[config.mk]
export PLATFORM = sky130hd
export DESIGN_NAME = i2c_ptr_writer
export DESIGN_NICKNAME = d
export VERILOG_FILES = /design/src/rtl/i2cw_pkg.sv /design/src/rtl/i2cw_phase_timer.sv /design/src/rtl/i2cw_frame_sel.sv /design/src/rtl/i2c_ptr_writer.sv
export SDC_FILE = /design/constraint.sdc
export NUM_CORES = 1
export LEC_CHECK = 0
export BUFFER_PORTS_ARGS = -buffer_cell sky130_fd_sc_hd__buf_2
export CAP_MARGIN = 0
export CELL_PAD_IN_SITES_DETAIL_PLACEMENT = 1
export CELL_PAD_IN_SITES_GLOBAL_PLACEMENT = 1
export CORE_UTILIZATION = 30
export DETAILED_ROUTE_END_ITERATION = 8
export MAX_ROUTING_LAYER = met4
export PLACE_DENSITY = 0.6
export SETUP_SLACK_MARGIN = 0.1
export SLEW_MARGIN = 20
export SYNTH_ARGS = -nofsm -noshare
export SYNTH_HDL_FRONTEND = slang
export SYNTH_HIERARCHICAL = 1
export SYNTH_SLANG_ARGS = --single-unit
[constraint.sdc]
create_clock -name clk -period 2.98 [get_ports clk]
set_input_delay 0 -clock clk [delete_from_list [all_inputs] [get_ports clk]]
set_output_delay 0 -clock clk [all_outputs]
set_load 0.1 [all_outputs]
[src/rtl/i2cw_pkg.sv]
package i2cw_pkg;
  localparam int ADDR_W   = 7;
  localparam int BYTE_W   = 8;
  localparam int WORD_W   = 2 * BYTE_W;
  localparam int N_FRAMES = 4;
  localparam int SLOT_W   = $clog2(BYTE_W + 1);
  localparam int FIDX_W   = $clog2(N_FRAMES);

  typedef enum logic [2:0] {
    PH_IDLE, PH_STA_A, PH_STA_B, PH_BIT_L, PH_BIT_H, PH_STO_A, PH_STO_B, PH_STO_C
  } phase_e;

  // byte carried by frame idx: address+write flag, pointer, high, low
  function automatic logic [BYTE_W-1:0] frame_byte(
    input logic [FIDX_W-1:0] idx, input logic [ADDR_W-1:0] addr,
    input logic [BYTE_W-1:0] ptr, input logic [WORD_W-1:0] data);
    case (idx)
      2'd0:    return {addr, 1'b0};
      2'd1:    return ptr;
      2'd2:    return data[WORD_W-1:BYTE_W];
      default: return data[BYTE_W-1:0];
    endcase
  endfunction

  // SDA pull request for a bit slot: slot BYTE_W is the ack slot (released)
  function automatic logic sda_pull_for(input logic [BYTE_W-1:0] b,
                                        input logic [SLOT_W-1:0] slot);
    if (slot >= SLOT_W'(BYTE_W)) return 1'b0;
    return ~b[BYTE_W-1-int'(slot)];
  endfunction

  function automatic logic scl_pull_for(input phase_e ph);
    return (ph == PH_STA_B) || (ph == PH_BIT_L) || (ph == PH_STO_A);
  endfunction
endpackage

[src/rtl/i2cw_phase_timer.sv]
module i2cw_phase_timer #(
  parameter int DIV = 250
) (
  input  logic clk,
  input  logic rst_n,
  input  logic run,
  output logic tick
);
  localparam int CNT_W = (DIV > 1) ? $clog2(DIV) : 1;
  logic [CNT_W-1:0] cnt_q;

  assign tick = run && (cnt_q == CNT_W'(DIV - 1));

  always_ff @(posedge clk or negedge rst_n) begin
    if (!rst_n)              cnt_q <= '0;
    else if (!run || tick)   cnt_q <= '0;
    else                     cnt_q <= cnt_q + 1'b1;
  end
endmodule

[src/rtl/i2cw_frame_sel.sv]
module i2cw_frame_sel
  import i2cw_pkg::*;
(
  input  logic [FIDX_W-1:0] frame_idx,
  input  logic [SLOT_W-1:0] slot_idx,
  input  logic [ADDR_W-1:0] addr,
  input  logic [BYTE_W-1:0] ptr,
  input  logic [WORD_W-1:0] data,
  output logic              sda_pull
);
  logic [BYTE_W-1:0] cur_byte;
  assign cur_byte = frame_byte(frame_idx, addr, ptr, data);
  assign sda_pull = sda_pull_for(cur_byte, slot_idx);
endmodule

[src/rtl/i2c_ptr_writer.sv]
module i2c_ptr_writer
  import i2cw_pkg::*;
#(
  parameter int DIV = 250
) (
  input  logic        clk,
  input  logic        rst_n,
  input  logic        start,
  input  logic [6:0]  tgt_addr,
  input  logic [7:0]  reg_ptr,
  input  logic [15:0] wr_data,
  input  logic        sda_in,
  output logic        sda_oe,
  output logic        scl_oe,
  output logic        busy,
  output logic        done,
  output logic        nack_err
);
  localparam logic [SLOT_W-1:0] ACK_SLOT   = SLOT_W'(BYTE_W);
  localparam logic [FIDX_W-1:0] LAST_FRAME = FIDX_W'(N_FRAMES - 1);

  phase_e            phase_q;
  logic [SLOT_W-1:0] slot_q;
  logic [FIDX_W-1:0] frame_q;
  logic [ADDR_W-1:0] addr_q;
  logic [BYTE_W-1:0] ptr_q;
  logic [WORD_W-1:0] data_q;
  logic              nack_q, done_q, sda_oe_q;

  // named internal events, used by the checker
  logic phase_tick, accept, ack_sample, in_start, in_stop, bit_pull, sda_want;

  assign accept     = start && (phase_q == PH_IDLE);
  assign ack_sample = phase_tick && (phase_q == PH_BIT_H) && (slot_q == ACK_SLOT);
  assign in_start   = (phase_q == PH_STA_A) || (phase_q == PH_STA_B);
  assign in_stop    = (phase_q == PH_STO_A) || (phase_q == PH_STO_B) || (phase_q == PH_STO_C);

  i2cw_phase_timer #(.DIV(DIV)) u_timer (
    .clk(clk), .rst_n(rst_n), .run(phase_q != PH_IDLE), .tick(phase_tick)
  );

  i2cw_frame_sel u_fsel (
    .frame_idx(frame_q), .slot_idx(slot_q), .addr(addr_q), .ptr(ptr_q),
    .data(data_q), .sda_pull(bit_pull)
  );

  always_comb begin
    unique case (phase_q)
      PH_STA_A, PH_STA_B, PH_STO_A, PH_STO_B: sda_want = 1'b1;
      PH_BIT_L, PH_BIT_H:                     sda_want = bit_pull;
      default:                                sda_want = 1'b0;
    endcase
  end

  always_ff @(posedge clk or negedge rst_n) begin
    if (!rst_n) begin
      phase_q  <= PH_IDLE;
      slot_q   <= '0;
      frame_q  <= '0;
      addr_q   <= '0;
      ptr_q    <= '0;
      data_q   <= '0;
      nack_q   <= 1'b0;
      done_q   <= 1'b0;
      sda_oe_q <= 1'b0;
    end else begin
      done_q   <= 1'b0;
      sda_oe_q <= sda_want;
      if (accept) begin
        phase_q <= PH_STA_A;
        addr_q  <= tgt_addr;
        ptr_q   <= reg_ptr;
        data_q  <= wr_data;
        nack_q  <= 1'b0;
        slot_q  <= '0;
        frame_q <= '0;
      end else if (phase_tick) begin
        unique case (phase_q)
          PH_STA_A: phase_q <= PH_STA_B;
          PH_STA_B: phase_q <= PH_BIT_L;
          PH_BIT_L: phase_q <= PH_BIT_H;
          PH_BIT_H: begin
            if (slot_q != ACK_SLOT) begin
              slot_q  <= slot_q + 1'b1;
              phase_q <= PH_BIT_L;
            end else if (sda_in) begin
              nack_q  <= 1'b1;
              phase_q <= PH_STO_A;
            end else if (frame_q == LAST_FRAME) begin
              phase_q <= PH_STO_A;
            end else begin
              frame_q <= frame_q + 1'b1;
              slot_q  <= '0;
              phase_q <= PH_BIT_L;
            end
          end
          PH_STO_A: phase_q <= PH_STO_B;
          PH_STO_B: phase_q <= PH_STO_C;
          PH_STO_C: begin
            phase_q <= PH_IDLE;
            done_q  <= 1'b1;
          end
          default:  phase_q <= PH_IDLE;
        endcase
      end
    end
  end

  assign sda_oe   = sda_oe_q;
  assign scl_oe   = scl_pull_for(phase_q);
  assign busy     = (phase_q != PH_IDLE);
  assign done     = done_q;
  assign nack_err = nack_q;
endmodule

* Word level (Yosys, flattened, before mapping)
Index checks and enable logic that the tools add are counted.
** Cells by class
- $add $sub $neg :: 4
- Multipliers :: 0
- Divide/modulo/power cells :: 0
- Magnitude comparators :: 2
- Equal/unequal tests :: 17
- Shifts and indexed selects :: 0
- Mux-type cells :: 35
- Bitwise logic cells :: 1
- Reduce and logical (&&, ||, !) cells :: 17
** Operator list (count)
- < comparator 32 x 5 -> 1 bit (second input constant) :: 1
- 2-to-1 mux 4 bit :: 6
- case mux 8 bit (3 select lines) :: 1
- case mux 3 bit (6 select lines) :: 1
- 2-to-1 mux 3 bit :: 5
- 2-to-1 mux 1 bit :: 13
- == test 3 bit (second input constant) :: 4
- 2-to-1 mux 2 bit :: 6
- adder 8 x 1 -> 8 bit (second input constant) :: 1
- == test 8 bit (second input constant) :: 1
- 2-to-1 mux 8 bit :: 1
- AND reduction 4 bit :: 2
- == test 3 x 2 -> 1 bit (second input constant) :: 2
- nonzero test 2 bit :: 3
- AND reduction 5 bit :: 1
- subtractor 3 x 4 -> 5 bit (first input constant) :: 1
- adder 4 x 1 -> 4 bit (second input constant) :: 1
- == test 2 bit (second input constant) :: 2
- greater-or-equal comparator 4 bit (second input constant) :: 1
- != test 2 bit (second input constant) :: 2
- != test 4 bit (second input constant) :: 1
- OR reduction 4 bit :: 1
- binary-select mux 1 bit (select 3 bit) :: 1
- == test 3 x 1 -> 1 bit (second input constant) :: 1
- other kinds (14) :: 17
** Word-level totals
- Flip-flop bits (word level) :: 51
- Bits in latches :: 0
- Memory bits (writable) :: 0
- ROM bits :: 0
- Input port bits :: 35
- Output and inout bits :: 5
- Logic and storage cells :: 86
- Memories :: 0

* Longest topological paths before layout
- Depth after elaboration :: 8
- Depth in mapped cells :: 9
- Depth with buffers taken out :: 8

* Modules after synthesis
Netlist, hierarchy kept.
** By module, submodules not included
- i2c_ptr_writer :: instances 1, cells an instance 138, area an instance 1858.0 sq um, seq. area each 1076.0 sq um
- i2cw_phase_timer :: instances 1, cells an instance 44, area an instance 442.9 sq um, seq. area each 200.2 sq um
- i2cw_frame_sel :: instances 1, cells an instance 21, area an instance 300.3 sq um, seq. area each 0.0 sq um

* Worst setup path after synthesis
Ideal clock, no wire load.
- Path kind :: reg-to-reg
- Start :: register phase_q[0]
- End :: register slot_q[2]
- Arrival time :: 3087 ps
- Data required time :: 2903 ps
- Slack :: -184 ps
- Cell stages (with the launch flop) :: 10
- Path through :: dfrtp_1 -> inv_1 -> ha_1 -> nand2b_1 -> clkbuf_1 -> inv_1 -> nor3_1 -> nand3_2 -> or4_1 -> a21oi_1
** Between the ends
- Word-level cells in the longest chain between the ends :: 4
- Elaborated cells between the ends (all ways) :: 11
- Those cells by class :: eq/ne: 3; mux: 1; reduce/logical: 7
** Ends and longest elaborated chain
- start, declared :: line i2c_ptr_writer.sv:22 : phase_e phase_q;
- start signal, assigned :: line i2c_ptr_writer.sv:57 : phase_q <= PH_IDLE;
- start signal, assigned :: line i2c_ptr_writer.sv:70 : phase_q <= PH_STA_A;
- start signal, assigned :: line i2c_ptr_writer.sv:79 : PH_STA_A: phase_q <= PH_STA_B;
- nonzero test 3 bit
- named net busy :: line i2c_ptr_writer.sv:15 : output logic busy,
- logical AND 1 bit :: line i2cw_phase_timer.sv:12 : assign tick = run && (cnt_q == CNT_W'(DIV - 1));
- named net phase_tick :: line i2c_ptr_writer.sv:31 : logic phase_tick, accept, ack_sample, in_start, in_stop, bit_pull, sda_want;
- nonzero test 2 bit (no line)
- AND reduction 4 bit (no line)
- end signal, assigned :: line i2c_ptr_writer.sv:84 : slot_q <= slot_q + 1'b1;
- end, declared :: line i2c_ptr_writer.sv:23 : logic [SLOT_W-1:0] slot_q;
The timed path passes the listed nets, and every way through them passes these cells.
A chain may end at the register's enable or synchronous reset.

* Worst setup path in the final report
- Start :: register slot_q[0]
- End :: register sda_oe_q (netlist: sda_oe)
** Between the ends
- Word-level cells in the longest chain between the ends :: 7
- Elaborated cells between the ends (all ways) :: 9
- Those cells by class :: add/sub: 1; order compare: 1; mux: 6; bitwise: 1
** Ends and longest elaborated chain
- subtractor 3 x 4 -> 5 bit :: line i2cw_pkg.sv:29 : return ~b[BYTE_W-1-int'(slot)];
- binary-select mux 1 bit (select 3 bit) :: line i2cw_pkg.sv:29
- 2-to-1 mux 1 bit (not written as such) (2 in series) :: line i2cw_pkg.sv:29
- inverter 1 bit :: line i2cw_pkg.sv:29
- 2-to-1 mux 1 bit * :: line i2cw_pkg.sv:29
- named net bit_pull :: line i2c_ptr_writer.sv:31
- case mux 1 bit (2 select lines) * :: line i2c_ptr_writer.sv:48 : unique case (phase_q)
- named net sda_want :: line i2c_ptr_writer.sv:31
- end signal, assigned :: line i2c_ptr_writer.sv:68 : sda_oe_q <= sda_want;
- end, declared :: line i2c_ptr_writer.sv:28 : logic nack_q, done_q, sda_oe_q;
Mark *: on every way through the listed nets, which the timed path passes. The rest lies on a longest branch. The select of a mux whose other input is x is not followed.

==> flow_summary.ini <==
[grt]
grt_max_degree = 37
grt_first_pass_wirelength_mm = 9.85
grt_overflow_total = 0
antenna_found_initial = 0
grt_pass1_vias = 2052
grtUsageTotal = 0.145

[detailed_routing]
met3_length_um = 182
wirelength_mm = 5.64
ant_nets = 0
first_iter_violations = 80
top_layer_used = met4
firstDrtPassIters = 5
route.met2.wl_mm = 2.77
routedWlPerCell_um = 14.7
avgViaCountPerCell = 4.91
wl_met1_mm = 2.65
drc = 0
via_count = 1880

[synthesis]
synth-seq-cells = 51
yosys-top-cells-area = dfrtp_1 (49%), mux2_2 (14%), mux4_1 (7.1%), ha_1 (4.3%), nand3b_1 (1.7%)
netlist.area_leader.share = 0.491
syn_inst = 203
syn-num-nets = 247
ys_types = 45
yosysWarnings = 6
synth_edf_count = 0
yosys.area.top_type = dfrtp_1
synth_commonest_cells = dfrtp_1 (51), mux2_2 (33), nor2_1 (12), nand2_1 (11), inv_1 (10)
syn-mean-instance-area_um2 = 12.8
synth-async-reset-ratio = 1.00
synthMostInstantiatedCell = dfrtp_1
synth_ff_type = dfrtp_1
yosysSeqAreaShare = 0.491
netlist_area_um2 = 2600

[sta]
tightest_slew_ns = 0.626
hold_viol = 0
maxSlewHeadroom = 0.583
layout_min_cycle_time_ns = 2.32
rsz0062_at_grt = false
finalClockSkew_ns = 0.00964
fmax_mhz = 431
setup_viol = 0
drv_slew = 0
fin_crit_sh = 0.778
setup_tns_ns = 0

[worst_setup_path]
required_ns = 3.23
crit_path_start_kind = flop
critPathArrivalTime_ns = 2.57
critPathCaptureType = flop
crit_fanout = 14
crit_type = flop to flop

[cells_and_area]
instances_no_fill = 383
fin_area_um2 = 3330
syn2layout_area_growth_pct = 27.9
final_core_util = 0.401
num_antenna_cells = 0
layout-drive-gt1-share = 0.331
final_nets = 321

[cts]
path_clk_slew_ns = 0.09
cts_root_buffer = clkbuf_8
cts.path.max_buffers = 2
ctsResizeCount = 0
cts.sinks = 51
h-tree-depth = 2
cts_tree = done
cts_buffers = 5
insertion_delay_ns = 0.30

[placement]
post_dp_cell_area_um2 = 2910
gp_congestion = 0.748
hpwlAfterDp_mm = 3.86
placed_cells = 342
portBuffers = 39

[die]
fp.coreArea_um2 = 8300
die_width_um = 95.1
die_area_um2 = 9050
initial_core_util = 0.313
die_y_um = 95.1
ios = 40
rows = 33

[power_and_ir_drop]
peakVddDrop_v = 0.000231
p_per_area_nw_per_um2 = 355
total_power_mw = 1.18
p_leak_nw = 1.65

[job]
cap_violations = 0

[run_status]
status = finished, final reports clean

[worst_hold_path]
worst_hold_path_type = input pin to flop
-- area by class of cell --
cell class | count | area, µm²
fillers | 900 | 4970
flip-flops and latches | 51 | 1280
multi-input cells | 134 | 1240
repair buffers | 75 | 548
well taps | 105 | 131
clock buffers | 6 | 72.6
inverters | 10 | 37.5
clock inverters | 2 | 17.5
-- flip-flops by register name, indices dropped and copies added, names as in the netlist --
signal,cells
ptr_q,8
done,1
phase_q,3
frame_q,2
sda_oe,1
u_timer/cnt_q,8
data_q,16
addr_q,7
nack_err,1
slot_q,4
-- metrics by stage --
| stage | hold WS [ns] | setup WS [ns] |
|---|---|---|
| after floorplan | -0.296 | 0.136 |
| after global placement | 0.0662 | 0.699 |
| after detailed placement | 0.0571 | 0.657 |
| after CTS | 0.134 | 0.622 |
| after global routing | 0.177 | 0.506 |
| final | 0.146 | 0.660 |
-- report_power, final --
group,internal [mW],total (mW),switching (mW)
clock,0.169,0.406,0.237
sequential,0.692,0.694,0.00183
combinational,0.0473,0.0813,0.0339
total,0.909,1.18,0.273
-- worst max-delay path: stages (launching register included) --
cell and delay, ns:
dfrtp_1 0.75, mux4_1 0.64, mux4_2 0.49, o32ai_2 0.25
a21o_1 0.14
-- metal layers --
metal / global-route usage / vias up
li1: - / 900
met5: - / -
met2: 0.242 / 32
met3: 0.0279 / 4
met1: 0.182 / 944
met4: 0.0341 / 0
-- worst paths after layout --
| kind | slack, ns | endpoint | startpoint | depth (start not counted) |
|---|---|---|---|---|
| worst min register to register | 0.51 | data_q[2]$_DFFE_PN0N_ | data_q[2]$_DFFE_PN0N_ | 1 |
| min in group asynchronous | 0.24 | ptr_q[3]$_DFFE_PN0N_ | rst_n | 2 |
| worst min-delay path | 0.15 | nack_err$_DFFE_PN0P_ | start | 4 |
| worst max-delay path | 0.66 | sda_oe$_DFF_PN0_ | slot_q[0]$_DFFE_PN0P_ | 4 |
| max in group asynchronous | 1.97 | frame_q[1]$_DFFE_PN0P_ | rst_n | 3 |
| worst max register to register | 0.66 | sda_oe$_DFF_PN0_ | slot_q[0]$_DFFE_PN0P_ | 4 |
-- kinds of logic (layout without fill, tap and decap cells) --
logic type | Yosys count | count (layout) | share of synthesized area
adders and majority gates | 9 | 9 | 0.0433
DFF | 51 | 51 | 0.491
muxes | 45 | 45 | 0.238
xor gates and xnor gates | 3 | 3 | 0.0101
buffers and inverters | 18 | 93 | 0.0322
AOI/OAI and AO/OA | 20 | 20 | 0.0606
and+or+nand+nor | 57 | 57 | 0.126
-- what timing repair did --
action | 4_1_cts | 5_1_grt
setup buffers | 0 | 0
hold buffers | 33 | 0
endpoints found under the hold margin | 59 | 0
-- cells in the final DEF (no fill, tap or decap), types with 2 or more instances in the layout --
cell           instances
dfrtp_1               51
buf_2                 39
mux2_2                33
dlygate4sd3_1         33
nor2_1                12
nand2_1               11
inv_1                 10
ha_1                   9
nand3_1                7
mux4_1                 7
nand3b_1               6
o21ai_0                5
clkbuf_8               5
mux2i_1                4
and2_1                 3
buf_4                  3
and3_2                 2
nor3_1                 2
a31oi_1                2
nand4_1                2
clkinv_4               2
nand4b_1               2
a41o_1                 2
xor2_1                 2
(Power assumes the default switching activity.)
